$ cat src/rtl/sram_ctl_pkg.sv
// Package: shared sequencer state encoding for the static RAM controller.
package sram_ctl_pkg;
    typedef enum logic [2:0] {
        ST_IDLE,
        ST_RD_ACC,
        ST_RD_TURN,
        ST_WR_SETUP,
        ST_WR_PULSE,
        ST_WR_REC
    } seq_state_t;
endpackage

$ cat src/rtl/sram_ctl_timer.sv
// Down-counter that times each sequencer phase.
// Assumes: load_val is the phase length minus one; done is high when zero is reached.
module sram_ctl_timer #(
    parameter int CNT_W = 4
) (
    input  logic             clk,
    input  logic             rst_n,
    input  logic             load,
    input  logic [CNT_W-1:0] load_val,
    output logic             done
);
    logic [CNT_W-1:0] cnt_q;

    // Reload on phase entry, otherwise count down to zero.
    always_ff @(posedge clk) begin
        if (!rst_n)
            cnt_q <= '0;
        else if (load)
            cnt_q <= load_val;
        else if (cnt_q != '0)
            cnt_q <= cnt_q - 1'b1;
    end

    assign done = (cnt_q == '0);
endmodule

$ cat src/rtl/sram_ctl_seq.sv
// Phase sequencer: walks the read and write phases and decodes the strobes from the state.
// Assumes: every cycle-count parameter is at least 1, and timer_done reflects the phase just loaded.
module sram_ctl_seq
    import sram_ctl_pkg::*;
#(
    parameter int RD_CYC    = 2,
    parameter int WR_CYC    = 2,
    parameter int SETUP_CYC = 1,
    parameter int REC_CYC   = 1,
    parameter int TURN_CYC  = 1,
    parameter int CNT_W     = 2
) (
    input  logic             clk,
    input  logic             rst_n,
    input  logic             req_valid,
    input  logic             req_write,
    input  logic             timer_done,
    output logic             timer_load,
    output logic [CNT_W-1:0] timer_val,
    output logic             accept,
    output logic             capture,
    output logic             ready,
    output logic             cs_n,
    output logic             we_n,
    output logic             oe_n,
    output logic             dq_oe
);
    seq_state_t state_q, state_d;

    // Next-state and phase-length selection.
    always_comb begin
        state_d    = state_q;
        timer_load = 1'b0;
        timer_val  = '0;
        accept     = 1'b0;
        capture    = 1'b0;
        unique case (state_q)
            ST_IDLE: if (req_valid) begin
                accept     = 1'b1;
                timer_load = 1'b1;
                if (req_write) begin
                    state_d   = ST_WR_SETUP;
                    timer_val = CNT_W'(SETUP_CYC - 1);
                end else begin
                    state_d   = ST_RD_ACC;
                    timer_val = CNT_W'(RD_CYC - 1);
                end
            end
            ST_RD_ACC: if (timer_done) begin
                capture    = 1'b1;
                timer_load = 1'b1;
                timer_val  = CNT_W'(TURN_CYC - 1);
                state_d    = ST_RD_TURN;
            end
            ST_RD_TURN: if (timer_done) state_d = ST_IDLE;
            ST_WR_SETUP: if (timer_done) begin
                timer_load = 1'b1;
                timer_val  = CNT_W'(WR_CYC - 1);
                state_d    = ST_WR_PULSE;
            end
            ST_WR_PULSE: if (timer_done) begin
                timer_load = 1'b1;
                timer_val  = CNT_W'(REC_CYC - 1);
                state_d    = ST_WR_REC;
            end
            ST_WR_REC: if (timer_done) state_d = ST_IDLE;
            default: state_d = ST_IDLE;
        endcase
    end

    // State register.
    always_ff @(posedge clk) begin
        if (!rst_n) state_q <= ST_IDLE;
        else        state_q <= state_d;
    end

    // Strobe decode from the current phase.
    always_comb begin
        ready = (state_q == ST_IDLE);
        cs_n  = !(state_q == ST_RD_ACC || state_q == ST_WR_PULSE);
        we_n  = !(state_q == ST_WR_PULSE);
        oe_n  = !(state_q == ST_RD_ACC);
        dq_oe = (state_q == ST_WR_SETUP || state_q == ST_WR_PULSE ||
                 state_q == ST_WR_REC);
    end

    // Checker state: cycles since output-enable rose, and length of the current write pulse.
    logic [15:0] oe_free_q;
    logic [15:0] pulse_len_q;
    always_ff @(posedge clk) begin
        if (!rst_n) begin
            oe_free_q   <= 16'(TURN_CYC);
            pulse_len_q <= '0;
        end else begin
            if (!oe_n)                          oe_free_q <= '0;
            else if (oe_free_q < 16'(TURN_CYC)) oe_free_q <= oe_free_q + 1'b1;
            if (!cs_n && !we_n)                 pulse_len_q <= pulse_len_q + 1'b1;
            else                                pulse_len_q <= '0;
        end
    end

    assert_strobe_pair_R6: assert property (@(posedge clk) disable iff (!rst_n)
        !cs_n |-> (we_n != oe_n));
    assert_no_contention_R7: assert property (@(posedge clk) disable iff (!rst_n)
        dq_oe |-> oe_n);
    assert_turnaround_R7: assert property (@(posedge clk) disable iff (!rst_n)
        dq_oe |-> (oe_free_q >= 16'(TURN_CYC)));
    assert_pulse_width_R4: assert property (@(posedge clk) disable iff (!rst_n)
        (pulse_len_q != '0 && we_n) |-> (pulse_len_q == 16'(WR_CYC)));
    assert_ready_idle_R8: assert property (@(posedge clk) disable iff (!rst_n)
        ready |-> (cs_n && we_n && oe_n && !dq_oe));
endmodule

$ cat src/rtl/sram_ctl_dpath.sv
// Datapath: holds the accepted address and write data, captures read words and pulses valid.
// Assumes: accept occurs only in idle, and capture only on the last access cycle.
module sram_ctl_dpath #(
    parameter int ADDR_W = 20,
    parameter int DATA_W = 4
) (
    input  logic              clk,
    input  logic              rst_n,
    input  logic              accept,
    input  logic              capture,
    input  logic [ADDR_W-1:0] req_addr,
    input  logic [DATA_W-1:0] req_wdata,
    input  logic [DATA_W-1:0] dq_in,
    output logic [ADDR_W-1:0] addr,
    output logic [DATA_W-1:0] wdata,
    output logic [DATA_W-1:0] rdata,
    output logic              rvalid
);
    // Latch the request on acceptance.
    always_ff @(posedge clk) begin
        if (!rst_n) begin
            addr  <= '0;
            wdata <= '0;
        end else if (accept) begin
            addr  <= req_addr;
            wdata <= req_wdata;
        end
    end

    // Capture the bus word and raise valid for one cycle.
    always_ff @(posedge clk) begin
        if (!rst_n) begin
            rdata  <= '0;
            rvalid <= 1'b0;
        end else begin
            rvalid <= capture;
            if (capture) rdata <= dq_in;
        end
    end

    assert_valid_pulse_R3: assert property (@(posedge clk) disable iff (!rst_n)
        rvalid |=> !rvalid);
endmodule

$ cat src/rtl/sram_ctl.sv
// Top: asynchronous static RAM controller. Connects the sequencer, the phase timer and the datapath.
// Assumes: every cycle count is at least 1; mem_dq_in is the bus value seen by the pins.
module sram_ctl #(
    parameter int ADDR_W    = 20,
    parameter int DATA_W    = 4,
    parameter int RD_CYC    = 2,
    parameter int WR_CYC    = 2,
    parameter int SETUP_CYC = 1,
    parameter int REC_CYC   = 1,
    parameter int TURN_CYC  = 1
) (
    input  logic              clk,
    input  logic              rst_n,
    input  logic              req_valid,
    output logic              req_ready,
    input  logic              req_write,
    input  logic [ADDR_W-1:0] req_addr,
    input  logic [DATA_W-1:0] req_wdata,
    output logic [DATA_W-1:0] rd_data,
    output logic              rd_valid,
    output logic              mem_cs_n,
    output logic              mem_we_n,
    output logic              mem_oe_n,
    output logic [ADDR_W-1:0] mem_addr,
    output logic [DATA_W-1:0] mem_dq_out,
    output logic              mem_dq_oe,
    input  logic [DATA_W-1:0] mem_dq_in
);
    localparam int MAX_A   = (RD_CYC > WR_CYC) ? RD_CYC : WR_CYC;
    localparam int MAX_B   = (SETUP_CYC > REC_CYC) ? SETUP_CYC : REC_CYC;
    localparam int MAX_AB  = (MAX_A > MAX_B) ? MAX_A : MAX_B;
    localparam int MAX_CYC = (MAX_AB > TURN_CYC) ? MAX_AB : TURN_CYC;
    localparam int CNT_W   = (MAX_CYC > 1) ? $clog2(MAX_CYC) : 1;

    if (RD_CYC < 1 || WR_CYC < 1 || SETUP_CYC < 1 || REC_CYC < 1 || TURN_CYC < 1) begin : g_bad_cfg
        $error("sram_ctl: every cycle count must be at least 1");
    end

    logic             timer_load, timer_done, accept, capture;
    logic [CNT_W-1:0] timer_val;

    sram_ctl_seq #(
        .RD_CYC(RD_CYC), .WR_CYC(WR_CYC), .SETUP_CYC(SETUP_CYC),
        .REC_CYC(REC_CYC), .TURN_CYC(TURN_CYC), .CNT_W(CNT_W)
    ) u_seq (
        .clk(clk), .rst_n(rst_n), .req_valid(req_valid), .req_write(req_write),
        .timer_done(timer_done), .timer_load(timer_load), .timer_val(timer_val),
        .accept(accept), .capture(capture), .ready(req_ready),
        .cs_n(mem_cs_n), .we_n(mem_we_n), .oe_n(mem_oe_n), .dq_oe(mem_dq_oe)
    );

    sram_ctl_timer #(.CNT_W(CNT_W)) u_timer (
        .clk(clk), .rst_n(rst_n), .load(timer_load), .load_val(timer_val),
        .done(timer_done)
    );

    sram_ctl_dpath #(.ADDR_W(ADDR_W), .DATA_W(DATA_W)) u_dpath (
        .clk(clk), .rst_n(rst_n), .accept(accept), .capture(capture),
        .req_addr(req_addr), .req_wdata(req_wdata), .dq_in(mem_dq_in),
        .addr(mem_addr), .wdata(mem_dq_out), .rdata(rd_data), .rvalid(rd_valid)
    );

    assert_addr_hold_R5: assert property (@(posedge clk) disable iff (!rst_n)
        !req_ready |=> $stable(mem_addr));
    assert_take_only_ready_R8: assert property (@(posedge clk) disable iff (!rst_n)
        (req_ready && !req_valid) |=> req_ready);
endmodule

$ cat config.mk
export PLATFORM = sky130hd
export DESIGN_NAME = sram_ctl
export DESIGN_NICKNAME = d
export VERILOG_FILES = /design/src/rtl/sram_ctl_pkg.sv /design/src/rtl/sram_ctl_timer.sv /design/src/rtl/sram_ctl_seq.sv /design/src/rtl/sram_ctl_dpath.sv /design/src/rtl/sram_ctl.sv
export SDC_FILE = /design/constraint.sdc
export NUM_CORES = 1
export LEC_CHECK = 0
export BUFFER_PORTS_ARGS = -buffer_cell sky130_fd_sc_hd__buf_2
export CELL_PAD_IN_SITES_DETAIL_PLACEMENT = 1
export CELL_PAD_IN_SITES_GLOBAL_PLACEMENT = 2
export CORE_MARGIN = 2
export CORE_UTILIZATION = 27
export DETAILED_ROUTE_END_ITERATION = 12
export HOLD_SLACK_MARGIN = 0.02
export PLACE_DENSITY_LB_ADDON = 0.2
export SLEW_MARGIN = 20
export SYNTH_ARGS = -nofsm -noshare
export SYNTH_HDL_FRONTEND = slang
export SYNTH_SLANG_ARGS = --single-unit
export TNS_END_PERCENT = 100
$ cat constraint.sdc
create_clock -name clk -period 3.07 [get_ports clk]
set_input_delay 0 -clock clk [delete_from_list [all_inputs] [get_ports clk]]
set_output_delay 0 -clock clk [all_outputs]
set_load 0.05 [all_outputs]
==> flow_summary.ini <==
[yosys]
yosysSeqAreaShare_pct = 48.2
synth-edff-count = 0
synth_async_sr_flop_share_pct = 0
yosysWarnings = 0
mappedNetlistNets = 184
synth_area_per_cell_um2 = 9.02
synth_ff_type = dfxtp_1
ys_ff_latch = 33
synthesis.area_um2 = 1370
synth.distinct_cells = 26
syn_inst = 152

[worst_setup_path]
crit_path_end_kind = flop
start_kind = flop
arrival_ns = 1.90
critPathSlowestCell = nor4b_4
path_class = flop to flop
crit_fanout = 14
critical_path_required_ns = 3.28
crit_chain = nor4b_4 -> buf_4 -> nand2_1 -> a21boi_0
crit_path_max_incr_delay_ns = 0.64
r2r_slack_ns = 1.38

[clocking]
htreeDepth = 2
cts_tree = done
cts_sinks = 33
cts_buffers = 5
clockBufferDepth = 2
root_buffer = clkbuf_8
cts_setup_buffers = 0
clk_latency_ns = 0.28
clk_pin_slew_ns = 0.07

[sta]
slew_headroom_pct = 60.9
rsz0062_at_grt = false
drv_slew = 0
clock_skew_ns = 0.00475
fin_crit_ns = 1.69
fmax_ghz = 0.590
tightest_slew_ns = 0.583
finalSetupTns_ns = 0
hold_violations = 0
fin_crit_sh_pct = 55.2
finalSetupViolations = 0

[layout]
fill_cells = 610
nNetsFinal = 274
n_antenna_cell = 0
drive_gt1_share_pct = 31.7
final_util_pct = 43.1
instances_no_fill = 310
syn2layout_area_growth_pct = 51.4
final_cell_area_um2 = 2080

[detailed_routing]
postRouteWirelength_mm = 3.83
viasPerCell = 4.30
dr.pass1.iters = 4
drt_iter0_drc = 48
wl_per_cell_um = 12.4
drc_errors = 0
num_vias = 1333
ant_nets = 0

[pwr]
power.leakage_nw = 0.944
power.density_nw_per_um2 = 563
ir_drop_mv = 0.229

[grt]
grt_antenna_before_repair = 0
grt_usage_pct = 14.4
grt_max_degree = 33
first_global_vias = 1346
grt-ovfl-total = 0
grt_pass1_wl_mm = 6.11

[floorplanning]
fp-row-count = 25
start_util_pct = 28.5
pin_count = 66
core_area_um2 = 4820
dieArea_um2 = 5660
die_h_um = 75.3
die_w_um = 75.3

[place]
io_buffers = 65
postPlaceCellArea_um2 = 1710
placedCellCount = 274
dp_hpwl_mm = 2.52
gp_congestion = 0.700

[worst_hold_path]
hp-class = primary input to flop

[flow_run]
maxCapViolCount = 0

[outcome]
status = finished clean
## power breakdown
group | total, mW | switching, mW | internal, mW
Clock | 0.312 | 0.155 | 0.157
Sequential | 0.497 | 0.0310 | 0.466
Combinational | 0.359 | 0.240 | 0.119
Total | 1.17 | 0.426 | 0.742
## critical path: cells and delay by family, from the launching register on
kind            cells  cell delay, ns
simple gates        2            0.72
flops               1            0.46
buf+inv             1            0.31
compound gates      1            0.14
## layer usage
layer | vias up | wire length (µm) | track usage (%) | part of all wire (%)
li1 | 675 | - | - | -
met1 | 613 | 1650 | 16.4 | 43
met2 | 39 | 1920 | 25.5 | 50
met3 | 6 | 218 | 5.09 | 5.7
met4 | 0 | 43 | 4.09 | 1.1
met5 | - | 0 | 0 | 0
## registers in the layout (all words and copies together), names as in the netlist
| register | flops |
|---|---|
| u_dpath.rvalid | 1 |
| u_dpath.addr | 20 |
| u_timer.cnt_q | 1 |
| u_seq.state_q | 3 |
| u_dpath.rdata | 4 |
| u_dpath.wdata | 4 |
## stage by stage
stage	worst slack [ns]	power, mW	hold slack [ns]
2_1_floorplan	1.24	0.768	0.135
3_3_place_gp	1.41	0.834	0.242
3_5_place_dp	1.35	0.842	0.247
4_1_cts	1.34	1.19	0.0481
5_1_grt	1.17	1.24	0.102
6_report	1.38	1.17	0.0672
## synth_stat cells (3+ instances only)
master    count  area share (%)
nand2_1      50              14
a21boi_1     20              11
nand2b_1      3             1.4
mux2i_1       4             2.9
dfxtp_1      33              48
clkbuf_1      4             1.1
a21boi_0      4             2.2
buf_6         4             3.3
nor2_1        3            0.82
nor2b_1       6             2.7
## worst paths after layout
path,from,cells past startpoint,endpoint
max reg2reg,u_seq.state_q[1],4,u_dpath.addr[3]
max,u_seq.state_q[1],4,u_dpath.addr[3]
min,req_valid,3,u_timer.cnt_q
min reg2reg,u_dpath.addr[14],2,u_dpath.addr[14]
## final cells by class
type | instances | area (µm²) | share of cell area, %
tap | 67 | 83.8 | 4.04
timing repair buffer | 94 | 613 | 29.5
clock inverter | 2 | 10.0 | 0.482
inverter | 1 | 3.75 | 0.181
sequential | 33 | 661 | 31.8
multi-input combinational | 107 | 632 | 30.4
clock buffer | 6 | 72.6 | 3.50
## cells in the final DEF (no fill, tap or decap), types with 3 or more instances in the layout
master,synthesis,final
dlygate4sd3_1,0,28
mux2i_1,4,4
clkbuf_8,0,5
nor2_1,3,3
a21boi_0,4,4
nand2b_1,3,3
nand2_1,50,50
a21boi_1,20,20
dfxtp_1,33,33
buf_2,2,65
nor2b_1,6,6
## logic make-up after synthesis
logic type / after synthesis / synth area share [%]
AO/OA/AOI/OAI: 30 / 16.3
buffers and inverters: 12 / 5.75
flip-flops: 33 / 48.2
multiplexers: 4 / 2.92
AND/OR/NAND/NOR: 73 / 26.8
## timing repair
item	4_1_cts	5_1_grt
resized for setup	0	0
hold buffers	28	0
setup endpoints to repair	0	0
endpoints found under the hold margin	28	0
No activity file was read; power rests on OpenSTA's default activity.
